### src/rtl/tec_pkg.sv
package tec_pkg;
  typedef enum logic [1:0] {
    MODE_IDLE  = 2'd0,
    MODE_TIMER = 2'd1,
    MODE_EVENT = 2'd2
  } runMode_t;

  typedef struct packed {
    logic load;
    logic inc;
    logic clrFlag;
  } ctlStrobe_t;
endpackage

### src/rtl/tec_control.sv
module tec_control
  import tec_pkg::*;
#(
  parameter int PRESCALE    = 32,
  parameter int SYNC_STAGES = 2,
  parameter int EVT_GAP     = 2
) (
  input  logic       clk,
  input  logic       rstN,
  input  logic       cycleStb,
  input  logic       evtIn,
  input  logic       cmdStartTimer,
  input  logic       cmdStartCount,
  input  logic       cmdStop,
  input  logic       cmdLoad,
  input  logic       cmdTestFlag,
  output ctlStrobe_t strobes
);
  localparam int PRE_W = (PRESCALE > 2) ? $clog2(PRESCALE) : 1;
  localparam int GAP_W = $clog2(EVT_GAP + 1) > 0 ? $clog2(EVT_GAP + 1) : 1;
  localparam logic [PRE_W-1:0] PRE_LAST = PRE_W'(PRESCALE - 1);
  localparam logic [GAP_W-1:0] GAP_LOAD = GAP_W'(EVT_GAP);

  runMode_t         mode;
  logic [PRE_W-1:0] preCnt;
  logic [GAP_W-1:0] gapCnt;
  logic             evtLevel;
  logic             sampledLevel;
  logic             evtFall;
  logic             timerTick;
  logic             startTimerEff;

  // input synchronizer, depth picked by parameter
  generate
    if (SYNC_STAGES <= 1) begin : g_sync1
      logic syncReg;
      always_ff @(posedge clk or negedge rstN) begin
        if (!rstN) syncReg <= 1'b1;
        else       syncReg <= evtIn;
      end
      assign evtLevel = syncReg;
    end else begin : g_syncN
      logic [SYNC_STAGES-1:0] syncChain;
      always_ff @(posedge clk or negedge rstN) begin
        if (!rstN) syncChain <= '1;
        else       syncChain <= {syncChain[SYNC_STAGES-2:0], evtIn};
      end
      assign evtLevel = syncChain[SYNC_STAGES-1];
    end
  endgenerate

  // edge detection on strobe boundaries with a hold-off window
  assign evtFall = cycleStb && sampledLevel && !evtLevel && (gapCnt == '0);

  always_ff @(posedge clk or negedge rstN) begin
    if (!rstN) begin
      sampledLevel <= 1'b1;
      gapCnt       <= '0;
    end else begin
      if (cycleStb) sampledLevel <= evtLevel;
      if (evtFall)                        gapCnt <= GAP_LOAD;
      else if (cycleStb && gapCnt != '0)  gapCnt <= gapCnt - 1'b1;
    end
  end

  // mode register: stop beats the starts, start-timer beats start-count
  assign startTimerEff = cmdStartTimer && !cmdStop;

  always_ff @(posedge clk or negedge rstN) begin
    if (!rstN)              mode <= MODE_IDLE;
    else if (cmdStop)       mode <= MODE_IDLE;
    else if (cmdStartTimer) mode <= MODE_TIMER;
    else if (cmdStartCount) mode <= MODE_EVENT;
  end

  // prescaler
  assign timerTick = (mode == MODE_TIMER) && cycleStb && !startTimerEff
                     && (preCnt == PRE_LAST);

  always_ff @(posedge clk or negedge rstN) begin
    if (!rstN)                                preCnt <= '0;
    else if (startTimerEff)                   preCnt <= '0;
    else if (mode == MODE_TIMER && cycleStb)  preCnt <= (preCnt == PRE_LAST) ? '0 : preCnt + 1'b1;
  end

  always_comb begin
    strobes.load    = cmdLoad;
    strobes.inc     = timerTick || ((mode == MODE_EVENT) && evtFall);
    strobes.clrFlag = cmdTestFlag;
  end

  a_r4_start_clears_prescaler: assert property (@(posedge clk) disable iff (!rstN)
    startTimerEff |=> (preCnt == '0));
  a_r3_idle_no_inc: assert property (@(posedge clk) disable iff (!rstN)
    (mode == MODE_IDLE) |-> !strobes.inc);
  a_r6_no_back_to_back: assert property (@(posedge clk) disable iff (!rstN)
    evtFall |=> !evtFall);
endmodule

### src/rtl/tec_datapath.sv
module tec_datapath
  import tec_pkg::*;
#(
  parameter int CNT_W = 8
) (
  input  logic             clk,
  input  logic             rstN,
  input  ctlStrobe_t       strobes,
  input  logic [CNT_W-1:0] loadData,
  output logic [CNT_W-1:0] countVal,
  output logic             ovfFlag,
  output logic             irqReq
);
  logic [CNT_W-1:0] cnt;
  logic             flag;
  logic             irq;
  logic             wrap;

  // a load masks the advance, so it cannot wrap
  assign wrap = strobes.inc && !strobes.load && (cnt == '1);

  always_ff @(posedge clk or negedge rstN) begin
    if (!rstN) begin
      cnt  <= '0;
      flag <= 1'b0;
      irq  <= 1'b0;
    end else begin
      if (strobes.load)     cnt <= loadData;
      else if (strobes.inc) cnt <= cnt + 1'b1;
      if (wrap)                 flag <= 1'b1;
      else if (strobes.clrFlag) flag <= 1'b0;
      irq <= wrap;
    end
  end

  assign countVal = cnt;
  assign ovfFlag  = flag;
  assign irqReq   = irq;

  a_r9_load_wins: assert property (@(posedge clk) disable iff (!rstN)
    strobes.load |=> (cnt == $past(loadData)) && !irq);
  a_r8_flag_clear: assert property (@(posedge clk) disable iff (!rstN)
    (strobes.clrFlag && !wrap) |=> !flag);
  a_r3_count_stable: assert property (@(posedge clk) disable iff (!rstN)
    (!strobes.inc && !strobes.load) |=> $stable(cnt));
endmodule

### src/rtl/tick_event_counter.sv
module tick_event_counter
  import tec_pkg::*;
#(
  parameter int CNT_W       = 8,
  parameter int PRESCALE    = 32,
  parameter int SYNC_STAGES = 2,
  parameter int EVT_GAP     = 2
) (
  input  logic             clk,
  input  logic             rstN,
  input  logic             cycleStb,
  input  logic             evtIn,
  input  logic             cmdStartTimer,
  input  logic             cmdStartCount,
  input  logic             cmdStop,
  input  logic             cmdLoad,
  input  logic [CNT_W-1:0] loadData,
  input  logic             cmdTestFlag,
  output logic [CNT_W-1:0] countVal,
  output logic             ovfFlag,
  output logic             irqReq
);
  ctlStrobe_t strobes;

  tec_control #(
    .PRESCALE(PRESCALE), .SYNC_STAGES(SYNC_STAGES), .EVT_GAP(EVT_GAP)
  ) uControl (
    .clk(clk), .rstN(rstN), .cycleStb(cycleStb), .evtIn(evtIn),
    .cmdStartTimer(cmdStartTimer), .cmdStartCount(cmdStartCount),
    .cmdStop(cmdStop), .cmdLoad(cmdLoad), .cmdTestFlag(cmdTestFlag),
    .strobes(strobes)
  );

  tec_datapath #(.CNT_W(CNT_W)) uDatapath (
    .clk(clk), .rstN(rstN), .strobes(strobes), .loadData(loadData),
    .countVal(countVal), .ovfFlag(ovfFlag), .irqReq(irqReq)
  );

  a_r7_wrap_reads_zero: assert property (@(posedge clk) disable iff (!rstN)
    irqReq |-> (countVal == '0) && ovfFlag);
  a_r7_irq_single: assert property (@(posedge clk) disable iff (!rstN)
    irqReq |=> !irqReq);
endmodule

### config.mk
export PLATFORM = sky130hd
export DESIGN_NAME = tick_event_counter
export DESIGN_NICKNAME = d
export VERILOG_FILES = /design/src/rtl/tec_pkg.sv /design/src/rtl/tec_control.sv /design/src/rtl/tec_datapath.sv /design/src/rtl/tick_event_counter.sv
export SDC_FILE = /design/constraint.sdc
export NUM_CORES = 1
export LEC_CHECK = 0
export ABC_CLOCK_PERIOD_IN_PS = 2260
export BUFFER_PORTS_ARGS = -buffer_cell sky130_fd_sc_hd__buf_2
export CORE_MARGIN = 5
export CORE_UTILIZATION = 37
export CTS_CLUSTER_DIAMETER = 80
export DETAILED_ROUTE_END_ITERATION = 10
export PLACE_DENSITY = 0.59
export SETUP_SLACK_MARGIN = 0.3
export SLEW_MARGIN = 20
export SYNTH_ARGS = -nofsm -noshare
export SYNTH_HDL_FRONTEND = slang
export SYNTH_SLANG_ARGS = --single-unit
### constraint.sdc
create_clock -name clk -period 2.26 [get_ports clk]
set_clock_uncertainty 0.05 [all_clocks]
set_input_delay 0.339 -clock clk [delete_from_list [all_inputs] [get_ports clk]]
set_output_delay 0.339 -clock clk [all_outputs]
set_load 0.05 [all_outputs]
**After elaboration in Yosys (flattened, before gate mapping)**

Index checks and enable logic that the tools add are counted.

- Input port bits: 17
- Register bits: 22
- Logic and storage cells: 50
- Output and inout bits: 10

- Equality and inequality tests: 4
- Multiplexer cells: 12
- Reductions and logical operators: 23
- $add $sub $neg: 3

Operators with widths:

| kind | count |
|---|---|
| $mux 8 | 2 |
| $mux 5 | 3 |
| $logic_and 1x1->1 | 11 |
| $mux 2 | 5 |
| $reduce_bool 2->1 | 5 |
| $add 8x1->8 const B | 1 |
| $eq 8x8->1 const B | 1 |
| $add 5x1->5 const B | 1 |
| $eq 5x5->1 const B | 1 |
| $logic_not 1->1 | 4 |
| $reduce_bool 3->1 | 1 |
| $eq 2x1->1 const B | 1 |
| $eq 2x2->1 const B | 1 |
| $logic_not 2->1 | 1 |
| $mux 1 | 2 |
| $sub 2x1->2 const B | 1 |
| $logic_or 1x1->1 | 1 |

**Longest topological paths before layout**

Gate-level depths: netlist of run 1.

- Depth after elaboration: 9
- Mapped depth: 7
- Mapped depth without buffers: 7

**Hierarchy**

Synthesis of run 1 repeated with hierarchy kept, for this count alone.

- Cells, all modules: 107
- Area, all modules: 1112.3 sq um

Modules (own cells, without submodules):

| module | area an instance (sq um) | cells each | instances | seq. area each (sq um) |
|---|---|---|---|---|
| tec_control | 586.8 | 53 | 1 | 304.0 |
| tec_datapath | 525.5 | 54 | 1 | 250.2 |

**Worst setup path after synthesis of run 1**

No wires, ideal clock.

- Path type: reg-to-reg
- From: register uControl.preCnt[0]
- To: register uDatapath.cnt[7], in the netlist uDatapath.countVal[7]
- Cell stages (with the launch flop): 8
- Setup slack: 225 ps
- Arrival time: 1903 ps
- Clock period less this slack: 2035 ps
- Required time: 2128 ps
- Path buffers: 0
- Cells stage by stage: dfrtp_1 -> ha_1 -> and3_1 -> ha_1 -> and2_1 -> a32oi_4 -> or4_1 -> a31oi_1

- Word-level cells in the longest chain between the ends: 4

Ends and longest elaborated chain:

| what | line | RTL |
|---|---|---|
| start: declaration | tec_control.sv:25 | `logic [PRE_W-1:0] preCnt;` |
| start signal: assignment | tec_control.sv:83 | `else if (mode == MODE_TIMER && cycleStb) preCnt <= (preCnt == PRE_LAST) ? '0 : preCnt + 1'b1;` |
| $eq 5x5->1 | tec_control.sv:78 | `&& (preCnt == PRE_LAST);` |
| $logic_and 1x1->1 | tec_control.sv:78 |  |
| $logic_or 1x1->1 | tec_control.sv:88 | `strobes.inc = timerTick \|\| ((mode == MODE_EVENT) && evtFall);` |
| $reduce_bool 2->1 (no source line) | - |  |
| end signal: assignment | tec_datapath.sv:28 | `if (strobes.load) cnt <= loadData;` |
| end signal: assignment | tec_datapath.sv:29 | `else if (strobes.inc) cnt <= cnt + 1'b1;` |
| end: declaration | tec_datapath.sv:14 | `logic [CNT_W-1:0] cnt;` |

Every way passes these cells.
A chain may end at the register's enable or synchronous reset.

**Worst setup path after layout of run 1**

Ends and elaborated chain as after synthesis.

==> out/metrics.cfg, run 1 <==
[global_routing]
gr-total-overflow = 0
grt-busiest-layer = met2
grt_use_met1_pct = 14.9
grtUsageMet3_pct = 3.25
antenna_found_initial = 0
grt_pass1_wl_mm = 4.35
grt_max_degree = 23
grt_pass1_vias = 1015
grt.total_usage_pct = 13.0
met2_usage_pct = 23.0

[sta]
fmax_mhz = 510
rsz0062_at_grt = yes
max_slew_margin_pct = 67.0
tns_ns = 0
fin_crit_ns = 1.96
finalHoldViolCount = 0
fin_crit_sh_pct = 86.8
finalSetupViolCount = 0
tightestPinTransition_ns = 0.495
slew_violations = 0

[setup_path]
regToRegEndpoint = uDatapath.countVal[7]
cp.arrival_ns = 2.15
rr_worst_depth = 7
reg2reg_setup_slack_ns = 0.30
cp_max_fo = 5
worstSetupEndpointType = flip-flop
start_kind = flip-flop
worstPathRequired_ns = 2.45
path_class = reg2reg
reg2reg_from = uControl.preCnt[0]

[cts]
insertion_delay_ns = 0.31
cts_buffers = 3
cts_root_buf = clkbuf_4
clockBufferDepth = 2
cts_htree_levels = 1
cts.sink_count = 22
clkTransAtPathRegs_ns = 0.12
cts_tree = done

[route]
drc = 0
drt-initial-drc-count = 20
viasPerCell = 5.37
wire_per_inst_um = 14.0
vias = 998
wl_mm = 2.60
ant_nets = 0
drtPass1Iterations = 4

[job]
drv_cap = 0

[hold_path]
min_path_type = in2reg
min_to = uControl.g_syncN.syncChain[0]
hold_start = evtIn
hold_depth = 1

[layout]
final_cell_mix = buf_2 (26), dfrtp_1 (19), nand2_1 (10)
antennaDiodeCount = 0
drive_gt1_share_pct = 35.3
fin_nets = 175
layout.cells.non_filler = 186
area_growth_syn_to_layout_pct = 28.1
layout_commonest_cell = buf_2

[synthesis]
avgSynthCellArea_um2 = 10.0
muxShareOfSynthArea_pct = 2.74
ys_ff_latch = 22
synthSimpleGateAreaFrac_pct = 24.5
ys_seq_area_share_pct = 48.6
synthXorXnorAreaFrac_pct = 0.768
yosys_warnings = 0
syn_nets = 135
synth_compound_area_share_pct = 16.4
synthCells = 114
synth_cell_types = 38
synth_fa_ha_area_share_pct = 4.39
netlist_area_mm2 = 0.00114
synth_top_family_by_area = simple AND/OR/NAND/NOR gates

[place]
gp_congestion = 0.795
numPlacedInstances = 173
portBuffers = 26
dp_hpwl_mm = 1.82

[floorplan]
io_pins = 27
dieArea_mm2 = 0.00429
core_area_mm2 = 0.00300
start_util_pct = 38.0
dieWidth_um = 65.5
die_y_um = 65.5
fp-row-count = 20

[power_and_ir_drop]
peakVddDrop_mv = 0.311
power.density_mw_per_mm2 = 641
leakage_nw = 0.678

[outcome]
outcome = finished, final reports clean

## registers in the layout (all words and copies together) (netlist names)
name and count:
uDatapath.ovfFlag 1, uControl.g_syncN.syncChain 2, uControl.preCnt 5, uControl.gapCnt 2
uControl.sampledLevel 1, uControl.mode 2, uDatapath.countVal 8, uDatapath.irqReq 1
## critical path, stage by stage, from the launching register on
cell	delay, ns
dfrtp_1	0.37
ha_2	0.19
and3_4	0.20
ha_4	0.14
and2_4	0.16
a32oi_4	0.11
or4_1	0.50
a31oi_1	0.17
## where the power goes
part,internal [mW],total [mW],switching (mW),leakage (nW)
registers,0.438,0.474,0.0363,0.270
logic,0.0906,0.241,0.151,0.387
clock network,0.0984,0.220,0.122,0.0210
## final cells by class
class	instances	area, um^2
sequential	22	554
tap	33	41.3
clock buffer	4	36.3
multi-input combinational	85	602
fill	300	1540
timing repair buffer	35	200
inverter	7	26.3
## what timing repair did
action / CTS / global route
buffers inserted: 4 / 3
cloned: 1 / 0
pin swaps: 2 / 0
endpoints found under the hold margin: 19 / 0
endpoints found under the setup margin: 5 / 6
gates resized for setup: 0 / 2
hold buffers: 1 / 0
## cell families after synthesis
family | Yosys count
AND/OR/NAND/NOR | 49
flip-flops | 22
adder cells (fa/ha/maj) | 4
multiplexers | 3
buffers and inverters | 8
AO/OA/AOI/OAI | 27
XOR/XNOR | 1
## routing by layer
layer,vias to the layer above,share of wire (%),routed length (um)
met4,0,1.3,34
met1,475,43,1110
li1,500,-,-
met2,18,53,1370
met5,-,0,0
met3,5,3.4,89
## synthesized netlist by cell type (all sizes together)
cell type,count,area [um^2]
and3b,2,21.3
and4b,1,11.3
o31ai,1,7.51
and2,1,6.26
a32oi,2,36.3
and3,1,6.26
o31a,2,18.8
nor3b,1,7.51
or3,2,12.5
nand3,4,20.0
o21ai,9,45.0
ha,4,50.1
nand3b,1,11.3
a22o,1,8.76
dfrtp,19,475
a21oi,6,30.0
nor2b,4,25.0
a21o,1,7.51
or2b,1,7.51
xor2,1,8.76
nor3,3,15.0
nand2,10,37.5
nor2,9,33.8
nor4,2,12.5
a22oi,1,7.51
mux2i,2,20.0
clkbuf,1,3.75
mux2,1,11.3
or4b,1,10.0
dfstp,3,78.8
nand2b,1,6.26
inv,7,26.3
nand4,2,12.5
or4,3,22.5
a31oi,4,25.0
## worst max path at each step
stage / start / endpoint
after detailed placement: uControl.preCnt[0] / uDatapath.countVal[7]
after floorplan: uControl.preCnt[0] / uDatapath.countVal[7]
after global routing: uControl.preCnt[0] / uDatapath.countVal[7]
final: uControl.preCnt[0] / uDatapath.countVal[7]
after global placement: uControl.preCnt[0] / uDatapath.countVal[7]
after CTS: uControl.preCnt[0] / uControl.preCnt[2]
## metrics by stage
stage          area (um^2)  total power, mW  hold WS (ns)  utilization [%]  worst slack, ns
6_report              1460            0.936        0.0644             48.6            0.299
5_1_grt               1460            0.995        0.0490             48.6            0.230
4_1_cts               1430            0.940        0.0589             47.6            0.296
3_5_place_dp          1340            0.711         0.295             44.5            0.155
3_3_place_gp          1340            0.701         0.293             44.5            0.253
2_1_floorplan         1160            0.638      -0.00659                -            0.309
(Power assumes the default switching activity.)
==> inputs of run 2 (changes only) <==
--- a/config.mk
+++ b/config.mk
@@ -11,9 +11,11 @@
 export CORE_UTILIZATION = 37
 export CTS_CLUSTER_DIAMETER = 80
 export DETAILED_ROUTE_END_ITERATION = 10
+export GPL_ROUTABILITY_DRIVEN = 0
 export PLACE_DENSITY = 0.59
 export SETUP_SLACK_MARGIN = 0.3
 export SLEW_MARGIN = 20
 export SYNTH_ARGS = -nofsm -noshare
 export SYNTH_HDL_FRONTEND = slang
+export SYNTH_HIERARCHICAL = 1
 export SYNTH_SLANG_ARGS = --single-unit
==> run 2 against run 1 <==
- synthesized area decreased by 2.4%
- cell area down 2.6%
- count of clock-buffer cells in the layout fell by 1
- worst hold slack improved by 0.0018 ns
- largest power group unchanged
==> out/metrics.cfg, run 2 <==
[outcome]
outcome = finished, final reports clean  ; unchanged

[sta]
finalSetupViolCount = 0  ; unchanged
fmax_mhz = 491  ; was 510 MHz
fin_crit_sh_pct = 90.2  ; was 86.8%
slew_violations = 0  ; unchanged
tightestPinTransition_ns = 0.479  ; was 0.495 ns
hold_ws_ns = 0.0662  ; was 0.0644 ns
tns_ns = 0  ; unchanged
rsz0062_at_grt = yes  ; unchanged
fin_crit_ns = 2.04  ; was 1.96 ns
max_slew_margin_pct = 68.1  ; was 67.0%
finalHoldViolCount = 0  ; unchanged

[setup_path]
worstSetupEndpointType = flip-flop  ; unchanged
reg2reg_from = uControl/preCnt[0]  ; was uControl.preCnt[0]
cp.arrival_ns = 2.23  ; was 2.15 ns
path_class = reg2reg  ; unchanged
rr_worst_depth = 9  ; was 7
start_kind = flip-flop  ; unchanged
crit_path_start = uControl/preCnt[0]  ; was uControl.preCnt[0]
worstPathRequired_ns = 2.46  ; was 2.45 ns
cp_max_fo = 5  ; unchanged

[power_and_ir_drop]
power.density_mw_per_mm2 = 690  ; was 641 mW/mm^2
p_total_mw = 0.982  ; was 0.936 mW
leakage_nw = 0.697  ; was 0.678 nW
peakVddDrop_mv = 0.421  ; was 0.311 mV

[floorplan]
fp-row-count = 19  ; was 20
die_y_um = 64.8  ; was 65.5 um
dieWidth_um = 64.8  ; was 65.5 um
core_area_mm2 = 0.00283  ; was 0.00300 mm^2
start_util_pct = 39.3  ; was 38.0%
io_pins = 27  ; unchanged
dieArea_mm2 = 0.00420  ; was 0.00429 mm^2

[job]
drv_cap = 0  ; unchanged

[cts]
cts.sink_count = 22  ; unchanged
clockBufferDepth = 2  ; unchanged
cts_htree_levels = 1  ; unchanged
insertion_delay_ns = 0.30  ; was 0.31 ns
clkTransAtPathRegs_ns = 0.13  ; was 0.12 ns
cts_tree = done  ; unchanged
cts_buffers = 3  ; unchanged
cts_root_buf = clkbuf_4  ; unchanged

[synthesis]
yosys_warnings = 6  ; was 0
ys_ff_latch = 22  ; unchanged
netlist_area_mm2 = 0.00111  ; was 0.00114 mm^2
async_flop_share_pct = 100  ; unchanged
avgSynthCellArea_um2 = 10.4  ; was 10.0 um^2
yosysMostFrequentCell = dfrtp_1  ; unchanged
syn_nets = 128  ; was 135
synthFlopType = dfrtp_1  ; unchanged
synth.top_cell.area_share_pct = 42.7  ; was 41.7%
synth_common_cells = dfrtp_1 (19), nand2_1 (14), o21ai_0 (9)  ; was dfrtp_1 (19), nand2_1 (10), nor2_1 (9), o21ai_0 (9), inv_1 (7)
ys_seq_area_share_pct = 49.8  ; was 48.6%
yosysTopAreaCell = dfrtp_1  ; unchanged
synth_top_cells_by_area = dfrtp_1 (43%), dfstp_2 (7.1%), nand2_1 (4.7%), ha_1 (4.5%), o21ai_0 (4.0%)  ; was dfrtp_1 (42%), dfstp_2 (6.9%), ha_1 (4.4%), o21ai_0 (4.0%), nand2_1 (3.3%)
synth_cell_types = 33  ; was 38
synthCells = 107  ; was 114
synth_edf_count = 0  ; unchanged

[global_routing]
grt_max_degree = 23  ; unchanged
grt_pass1_vias = 890  ; was 1,015
antenna_found_initial = 0  ; unchanged
gr-total-overflow = 0  ; unchanged
grt_pass1_wl_mm = 3.84  ; was 4.35 mm
grt.total_usage_pct = 11.5  ; was 13.0%

[route]
ant_nets = 0  ; unchanged
drt-initial-drc-count = 42  ; was 20
viasPerCell = 5.16  ; was 5.37
wl_mm = 2.24  ; was 2.60 mm
wire_per_inst_um = 12.9  ; was 14.0 um
vias = 893  ; was 998
drtPass1Iterations = 4  ; unchanged
drc = 0  ; unchanged

[layout]
drive_gt1_share_pct = 38.7  ; was 35.3%
finalInstanceArea_mm2 = 0.00142  ; was 0.00146 mm^2
antennaDiodeCount = 0  ; unchanged
layout_commonest_cell = buf_2  ; unchanged
layout.cells.non_filler = 173  ; was 186
area_growth_syn_to_layout_pct = 27.9  ; was 28.1%
largest_reg_flops = 8  ; unchanged
fin_nets = 164  ; was 175
final_cell_mix = buf_2 (26), dfrtp_1 (19), nand2_1 (14)  ; was buf_2 (26), dfrtp_1 (19), nand2_1 (10)

[place]
post_dp_cell_area_mm2 = 0.00129  ; was 0.00134 mm^2
numPlacedInstances = 160  ; was 173
dp_hpwl_mm = 1.65  ; was 1.82 mm
portBuffers = 26  ; unchanged

[hold_path]
hold_start = evtIn  ; unchanged
hold_depth = 1  ; unchanged
min_path_type = in2reg  ; unchanged

-- run 2: cell types whose count changed in the layout (fill, tap and decap cells not counted), sizes merged, moves of 3 or more --
cell | before | now
nand2 | 10 | 14
nor2 | 9 | 5
a21oi | 6 | 3
a32oi | 3 | 0
-- run 2: per-layer routing --
metal | track usage [%] | share of wire, %
met3 | 2.94 | 5.9
met2 | 20.1 | 50
met1 | 13.7 | 44
met5 | 0 | 0
met4 | 3.96 | 0.76
-- run 2: area by class of cell --
| class | instances | area, um^2 |
|---|---|---|
| clock inverters | 1 | 30.0 |
| flip-flops and latches | 22 | 554 |
| inverters | 5 | 18.8 |
| fillers | 270 | 1410 |
| repair buffers | 36 | 208 |
| clock buffers | 3 | 22.5 |
| multi-input cells | 75 | 551 |
| well taps | 31 | 38.8 |
-- run 2: cell families after synthesis --
family,after synthesis,synth area share (%)
AOI/OAI and AO/OA,18,9.56
buffers and inverters,10,5.17
muxes,5,4.61
xor gates and xnor gates,4,3.15
adders and majority gates,4,4.50
and+or+nand+nor,44,23.2
DFF,22,49.8
-- run 2: where the power goes --
| part | internal (mW) | total (mW) | switching (mW) | leakage [nW] |
|---|---|---|---|---|
| Combinational | 0.0817 | 0.214 | 0.133 | 0.397 |
| Sequential | 0.439 | 0.473 | 0.0334 | 0.273 |
| Clock | 0.179 | 0.295 | 0.116 | 0.0279 |
-- run 2: worst paths after layout --
path	end	slack, ns
hold reg to reg	uControl/g_syncN.syncChain[1]	0.32
max in group asynchronous	uControl/sampledLevel	1.35
setup reg to reg	uDatapath/countVal[7]	0.22
min in group asynchronous	uDatapath/countVal[3]	0.46
setup / recovery	uDatapath/countVal[7]	0.22
hold / removal	uControl/g_syncN.syncChain[0]	0.07
-- run 2: worst max-delay path: stages (launching register included) --
cell and delay (ns):
dfrtp_1 0.37, ha_2 0.18, and3_4 0.19, ha_4 0.13, inv_2 0.03, o32ai_2 0.22, buf_4 0.18, nand4_4 0.12
or4_1 0.41, nand3_1 0.09
-- run 2: through the flow --
| step | util, % | setup WS, ns |
|---|---|---|
| 3_5_place_dp | 45.5 | 0.0580 |
| 5_1_grt | 50.3 | 0.130 |
| 6_report | 50.3 | 0.223 |
| 2_1_floorplan | - | 0.142 |
| 4_1_cts | 49.7 | 0.226 |
| 3_3_place_gp | 45.5 | 0.109 |
-- run 2: timing repair --
item,in CTS,in global routing
buffers inserted,7,1
gates resized for setup,1,2
pin swaps,2,1
endpoints found under the hold margin,19,0
hold buffers,1,0
setup endpoints to repair,7,7
